File: src/rtl/alarm_cmp_pkg.sv
package alarm_cmp_pkg;
  localparam int NUM_FIELDS = 6;
  localparam int VAL_W      = 7;
  localparam int DATA_W     = 8;
  localparam int ADDR_W     = 3;
  localparam int EN_BIT     = VAL_W;
  localparam int CTRL_ADDR  = NUM_FIELDS;
  localparam int FLAG_BIT   = 0;
  localparam int IE_BIT     = 3;
  localparam int TIME_W     = NUM_FIELDS * VAL_W;
  localparam int REGS_W     = NUM_FIELDS * DATA_W;

  typedef struct packed {
    logic [NUM_FIELDS-1:0] fieldLoad;
    logic [DATA_W-1:0]     loadByte;
  } fieldStrobe_t;
endpackage

File: src/rtl/alarm_field_dp.sv
module alarm_field_dp
  import alarm_cmp_pkg::*;
(
  input  logic              clk,
  input  logic              rstN,
  input  fieldStrobe_t      strobe,
  input  logic [TIME_W-1:0] timeFields,
  output logic [REGS_W-1:0] fieldRegs,
  output logic              anyEnabled,
  output logic              allHit
);
  logic [NUM_FIELDS-1:0] fieldHit;
  logic [NUM_FIELDS-1:0] fieldEn;

  for (genvar i = 0; i < NUM_FIELDS; i++) begin : gField
    logic [DATA_W-1:0] alarmByte;

    always_ff @(posedge clk or negedge rstN) begin
      if (!rstN) begin
        alarmByte <= '0;
      end else if (strobe.fieldLoad[i]) begin
        alarmByte <= strobe.loadByte;
      end
    end

    assign fieldRegs[i*DATA_W +: DATA_W] = alarmByte;
    assign fieldEn[i]  = alarmByte[EN_BIT];
    assign fieldHit[i] = !alarmByte[EN_BIT] ||
                         (alarmByte[VAL_W-1:0] == timeFields[i*VAL_W +: VAL_W]);
  end

  assign anyEnabled = |fieldEn;
  assign allHit     = anyEnabled && (&fieldHit);
endmodule

File: src/rtl/alarm_flag_ctrl.sv
module alarm_flag_ctrl
  import alarm_cmp_pkg::*;
(
  input  logic              clk,
  input  logic              rstN,
  input  logic              wrEn,
  input  logic [ADDR_W-1:0] addr,
  input  logic [DATA_W-1:0] wrData,
  input  logic              secTick,
  input  logic              allHit,
  output fieldStrobe_t      strobe,
  output logic              flagQ,
  output logic              ieQ
);
  logic ctrlWrite;
  logic setFlag;
  logic clrFlag;

  for (genvar i = 0; i < NUM_FIELDS; i++) begin : gDecode
    assign strobe.fieldLoad[i] = wrEn && (addr == ADDR_W'(i));
  end
  assign strobe.loadByte = wrData;

  assign ctrlWrite = wrEn && (addr == ADDR_W'(CTRL_ADDR));
  assign setFlag   = secTick && allHit;
  assign clrFlag   = ctrlWrite && !wrData[FLAG_BIT];

  always_ff @(posedge clk or negedge rstN) begin
    if (!rstN) begin
      flagQ <= 1'b0;
    end else if (setFlag) begin
      flagQ <= 1'b1;
    end else if (clrFlag) begin
      flagQ <= 1'b0;
    end
  end

  always_ff @(posedge clk or negedge rstN) begin
    if (!rstN) begin
      ieQ <= 1'b0;
    end else if (ctrlWrite) begin
      ieQ <= wrData[IE_BIT];
    end
  end
endmodule

File: src/rtl/alarm_cmp.sv
module alarm_cmp
  import alarm_cmp_pkg::*;
(
  input  logic              clk,
  input  logic              rstN,
  input  logic              wrEn,
  input  logic [ADDR_W-1:0] addr,
  input  logic [DATA_W-1:0] wrData,
  output logic [DATA_W-1:0] rdData,
  input  logic [TIME_W-1:0] timeFields,
  input  logic              secTick,
  output logic              alarmIrq
);
  fieldStrobe_t      strobe;
  logic [REGS_W-1:0] fieldRegs;
  logic              anyEnabled;
  logic              allHit;
  logic              flagQ;
  logic              ieQ;
  logic [DATA_W-1:0] ctrlByte;

  alarm_flag_ctrl uCtrl (
    .clk     (clk),
    .rstN    (rstN),
    .wrEn    (wrEn),
    .addr    (addr),
    .wrData  (wrData),
    .secTick (secTick),
    .allHit  (allHit),
    .strobe  (strobe),
    .flagQ   (flagQ),
    .ieQ     (ieQ)
  );

  alarm_field_dp uDp (
    .clk        (clk),
    .rstN       (rstN),
    .strobe     (strobe),
    .timeFields (timeFields),
    .fieldRegs  (fieldRegs),
    .anyEnabled (anyEnabled),
    .allHit     (allHit)
  );

  always_comb begin
    ctrlByte           = '0;
    ctrlByte[FLAG_BIT] = flagQ;
    ctrlByte[IE_BIT]   = ieQ;
  end

  always_comb begin
    if (int'(addr) < NUM_FIELDS) begin
      rdData = fieldRegs[int'(addr)*DATA_W +: DATA_W];
    end else if (addr == ADDR_W'(CTRL_ADDR)) begin
      rdData = ctrlByte;
    end else begin
      rdData = '0;
    end
  end

  assign alarmIrq = flagQ && ieQ;
endmodule

File: config.mk
export PLATFORM = sky130hd
export DESIGN_NAME = alarm_cmp
export DESIGN_NICKNAME = d
export VERILOG_FILES = /design/src/rtl/alarm_cmp_pkg.sv /design/src/rtl/alarm_field_dp.sv /design/src/rtl/alarm_flag_ctrl.sv /design/src/rtl/alarm_cmp.sv
export SDC_FILE = /design/constraint.sdc
export NUM_CORES = 1
export LEC_CHECK = 0
export ABC_AREA = 1
export BUFFER_PORTS_ARGS = -buffer_cell sky130_fd_sc_hd__buf_2
export CORE_ASPECT_RATIO = 2
export CORE_UTILIZATION = 39
export CTS_CLUSTER_DIAMETER = 40
export CTS_CLUSTER_SIZE = 10
export DETAILED_ROUTE_END_ITERATION = 10
export SLEW_MARGIN = 15
export SYNTH_ARGS = -nofsm -noshare
export SYNTH_HDL_FRONTEND = slang
export SYNTH_HIERARCHICAL = 1
export SYNTH_SLANG_ARGS = --single-unit
File: constraint.sdc
create_clock -name clk -period 1.2 [get_ports clk]
set_input_delay 0.18 -clock clk [delete_from_list [all_inputs] [get_ports clk]]
set_output_delay 0.18 -clock clk [all_outputs]
set_load 0.005 [all_outputs]
[Word-level counts from Yosys, hierarchy flattened]
Cells that the tools add are included.
Storage, ports and cells
  register bits after elaboration: 50
  input bits: 57
  output and inout bits: 9
  word-level logic and storage cells: 54
Cells by class
  magnitude comparators: 1
  equality and inequality tests: 12
  shifts and indexed selects: 1
  muxes and demuxes: 4
  reductions and logical operators: 28
Operators by type and width (number)
  variable part select 48 x 7 -> 8 bit: 1
  equality test 7 bit: 6
  logical AND 1 bit: 11
  equality test 3 bit, second input constant: 3
  2-to-1 mux 8 bit: 1
  zero test 1 bit: 7
  equality test 3 x 2 -> 1 bit, second input constant: 2
  logical OR 1 bit: 6
  AND reduction 6 bit: 1
  OR reduction 6 bit: 1
  2-to-1 mux 4 bit: 1
  equality test 3 x 1 -> 1 bit, second input constant: 1
  zero test 3 bit: 1
  less-than comparator 3 bit, second input constant: 1
  2-to-1 mux 1 bit: 2
  nonzero test 2 bit: 1

[Logic depth before layout (Yosys ltp)]
  depth in word-level cells: 6
  gate-level depth with buffers: 13
  gate-level depth less buffers: 13

[Cells and area by module]
Netlist, hierarchy kept.
Modules (own cells, without submodules)
  alarm_field_dp: times used 1, cells each 273, area each 2462.4 sq um, sequential area each 1201.2 sq um
  alarm_cmp: times used 1, cells each 152, area each 654.4 sq um, sequential area each 0.0 sq um
  alarm_flag_ctrl: times used 1, cells each 34, area each 212.7 sq um, sequential area each 50.0 sq um

[Worst setup path before layout]
OpenSTA, ideal clock, no wires.
  path kind: input -> register
  start: input port addr[2]
  end: register uDp.gField[3].alarmByte[5]
  setup time: 0.128 ns
  data arrival time: 0.995 ns
  data required time: 1.072 ns
  setup slack: 0.078 ns
  stages on the path: 5
  path buffers: 1
  cells stage by stage: inv_1 -> nand2_1 -> nor3_2 -> buf_2 -> mux2_1
RTL lines
  from (decl): RTL line alarm_cmp.sv:7  | input logic [ADDR_W-1:0] addr,
  to (signal assigned): RTL line alarm_field_dp.sv:22  | alarmByte <= strobe.loadByte;
  to (decl): RTL line alarm_field_dp.sv:16  | logic [DATA_W-1:0] alarmByte;

[Final worst setup path]
  start: register uDp.gField[0].alarmByte[3]
  end: output port rdData[3]
On the way
  cells in the longest elaborated chain, start to end: 2
Ends and longest elaborated chain
  from (decl): RTL line alarm_field_dp.sv:16
  from (signal assigned): RTL line alarm_field_dp.sv:22
  variable part select 48 x 7 -> 8 bit: RTL line alarm_cmp.sv:53  | rdData = fieldRegs[int'(addr)*DATA_W +: DATA_W];
  2-to-1 mux 8 bit: RTL line alarm_cmp.sv:52  | if (int'(addr) < NUM_FIELDS) begin
  to (decl): RTL line alarm_cmp.sv:9  | output logic [DATA_W-1:0] rdData,
Every way passes these cells.

==> results.json <==
{
  "drv_slew": 0,
  "path_cells": "buf_6 > inv_2 > nand2_1 > nand3_1 > nand2_1 > nand2_1 > nand2_1 > buf_2",
  "setup_viol": 9,
  "cp-end-kind": "output port",
  "slowest_delay_ns": 0.39,
  "final_nets": 656,
  "pwr-share-comb": 0.405,
  "gp_congestion": 0.9165,
  "fin_cells": 697,
  "rows": 47,
  "clk_latency_ns": 0.29,
  "totalWireLength_mm": 9.357,
  "drt-pass1-iter-count": 4,
  "drt_iter0_drc": 101,
  "r2r_cells": 10,
  "power.switching_mw": 2.000,
  "cts_sinks": 50,
  "synthesis.nets": 515,
  "r2r_slack_ns": -0.17,
  "clkPwrFrac": 0.219,
  "r2r-end": "uCtrl/flagQ",
  "worst_path_max_delay_cell": "dfrtp_1",
  "grt_pass1_wl_mm": 15.30,
  "p_leak_nw": 2.507,
  "hold_violations": 0,
  "critical_path.most_common_cell": "nand2_1",
  "drv_cap": 0,
  "cp.arrival_ns": 1.28,
  "io_pins": 66,
  "synth_cells": 458,
  "crit_type": "reg -> out",
  "overflow": 0,
  "drc_errors": 0,
  "hold_path_depth": 3,
  "irDropWorstVdd_v": 0.0007729,
  "min_path_type": "in -> reg",
  "drtAntennaViolNets": 0,
  "internal-power_mw": 4.248,
  "r2r-start": "uDp/gField[1].alarmByte[1]",
  "place_inst": 662,
  "required_ns": 1.02,
  "synth.cell_area_um2": 3326,
  "die_area_um2": 8923,
  "critical_path_buf_inv_count": 3,
  "core_area_um2": 8292,
  "syn_area_per_cell_um2": 7.261,
  "seqPwrFrac": 0.376,
  "fmax_mhz": 684.0,
  "num_vias": 3191,
  "hpwlAfterDp_mm": 7.022,
  "fp.dieH_um": 132.6,
  "start_kind": "flop",
  "min_from": "secTick",
  "rsz0062_at_grt": "true",
  "tightest_slew_ns": 0.3765,
  "cp_max_fo": 2,
  "finalCritPeriodShare": 1.218,
  "port_buffers": 65,
  "ys.warnings.count": 6,
  "drive_above_1_share": 0.3439,
  "start_util": 0.4011,
  "fin_skew_ns": 0.003122,
  "worst_slack_ns": -0.2620,
  "wl_per_cell_um": 13.42,
  "syn2layout_area_growth_pct": 36.64,
  "via_per_inst": 4.578,
  "p_total_mw": 6.248,
  "nFillCells": 805,
  "p_sw_frac": 0.3201,
  "fin_crit_ns": 1.462,
  "clk_pin_slew_ns": 0.06,
  "root_buffer": "clkbuf_16",
  "antenna_found_initial": 0,
  "violations": "negative setup slack",
  "power_density_nw_per_um2": 1375,
  "grt_usage": 0.2317,
  "slew_headroom": 0.7490,
  "outcome": "finished, violations left",
  "diodes": 0,
  "die_width_um": 67.30,
  "grt_pass1_vias": 3232,
  "htreeDepth": 2,
  "cts_tree": "done",
  "whs_ns": 0.1363,
  "crit_family": "flip-flops",
  "hold_end": "uCtrl/flagQ",
  "grt_max_degree": 39,
  "clk_path_buf_depth": 2,
  "numCtsBuffers": 5
}
-- power groups by stage --
stage	Combinational (mW)	Sequential [mW]	Clock, mW
6_report	2.53	2.35	1.37
5_1_grt	2.80	2.40	1.45
4_1_cts	2.43	2.34	1.40
3_5_place_dp	2.04	2.39	0
3_3_place_gp	2.00	2.37	0
2_1_floorplan	1.12	2.34	0
-- registers in the layout, indices dropped and copies added (netlist names) --
register and cells:
uCtrl/flagQ 1, uCtrl/ieQ 1, uDp/gField.alarmByte 48
-- stage by stage --
stage               cell area, um^2  worst slack, ns  setup TNS [ns]  utilization
global placement               4095         -0.09682          -1.544       0.4939
CTS                            4468          -0.2633          -2.038       0.5389
detailed placement             4095          -0.1131          -1.933       0.4939
global route                   4544          -0.3415          -2.714       0.5481
floorplan                      3326          0.07759               0            -
finish                         4544          -0.2620          -2.033       0.5481
-- per-layer routing --
layer / up-vias / track usage / share of wire
li1: 1658 / - / -
met1: 1462 / 0.2504 / 0.37
met2: 51 / 0.4311 / 0.57
met3: 20 / 0.02500 / 0.021
met4: 0 / 0.09456 / 0.032
met5: - / 0 / 0
-- timing repair --
item,in CTS,in global routing
hold endpoints to repair,12,0
buffers inserted,22,5
endpoints found under the setup margin,9,9
hold buffers,1,0
resized for setup,28,14
pin swaps,18,19
-- cells in the final DEF (no fill, tap or decap) --
| cell | n |
|---|---|
| mux2_1 | 18 |
| buf_4 | 70 |
| buf_2 | 65 |
| clkinv_1 | 1 |
| inv_4 | 1 |
| mux2_2 | 12 |
| xnor2_2 | 2 |
| o21ai_0 | 18 |
| dfrtp_1 | 50 |
| nor2_2 | 8 |
| xor2_1 | 5 |
| clkbuf_1 | 2 |
| inv_2 | 17 |
| dlygate4sd3_1 | 1 |
| buf_6 | 19 |
| nor4_2 | 1 |
| clkbuf_16 | 5 |
| buf_12 | 1 |
| nand2_1 | 174 |
| nand3_2 | 1 |
| nor2_1 | 16 |
| nand2_2 | 3 |
| nor3_2 | 1 |
| inv_1 | 55 |
| nor3_1 | 1 |
| xnor2_1 | 21 |
| nand3_1 | 31 |
-- final cells by class --
class / count / area, um^2 / share of cell area
clock buffers: 7 / 132.6 / 0.02918
inverters: 74 / 280.3 / 0.06167
multi-input cells: 312 / 1663 / 0.3659
flip-flops and latches: 50 / 1251 / 0.2753
well taps: 98 / 122.6 / 0.02698
repair buffers: 156 / 1095 / 0.2409
-- how the worst max path moves through the flow --
stage                          startpoint                          to  slack [ns]  cells past startpoint
6_report       uDp/gField[0].alarmByte[3]                   rdData[3]       -0.26                      8
5_1_grt        uDp/gField[1].alarmByte[1]                   rdData[1]       -0.34                      8
4_1_cts        uDp/gField[0].alarmByte[1]                   rdData[1]       -0.26                      8
3_5_place_dp                      addr[2]  uDp/gField[2].alarmByte[1]       -0.11                      6
3_3_place_gp   uDp/gField[3].alarmByte[0]                 uCtrl/flagQ        -0.1                     13
2_1_floorplan                     addr[2]  uDp/gField[3].alarmByte[5]        0.08                      5
-- worst register-to-register path, delay by kind of cell, from the launching register on --
| kind | cells | cell delay [ns] |
|---|---|---|
| xor gates and xnor gates | 1 | 0.13 |
| buffers and inverters | 1 | 0.14 |
| DFF | 1 | 0.38 |
| and+or+nand+nor | 8 | 0.66 |
Note: power is estimated with default switching activity, not from simulation.
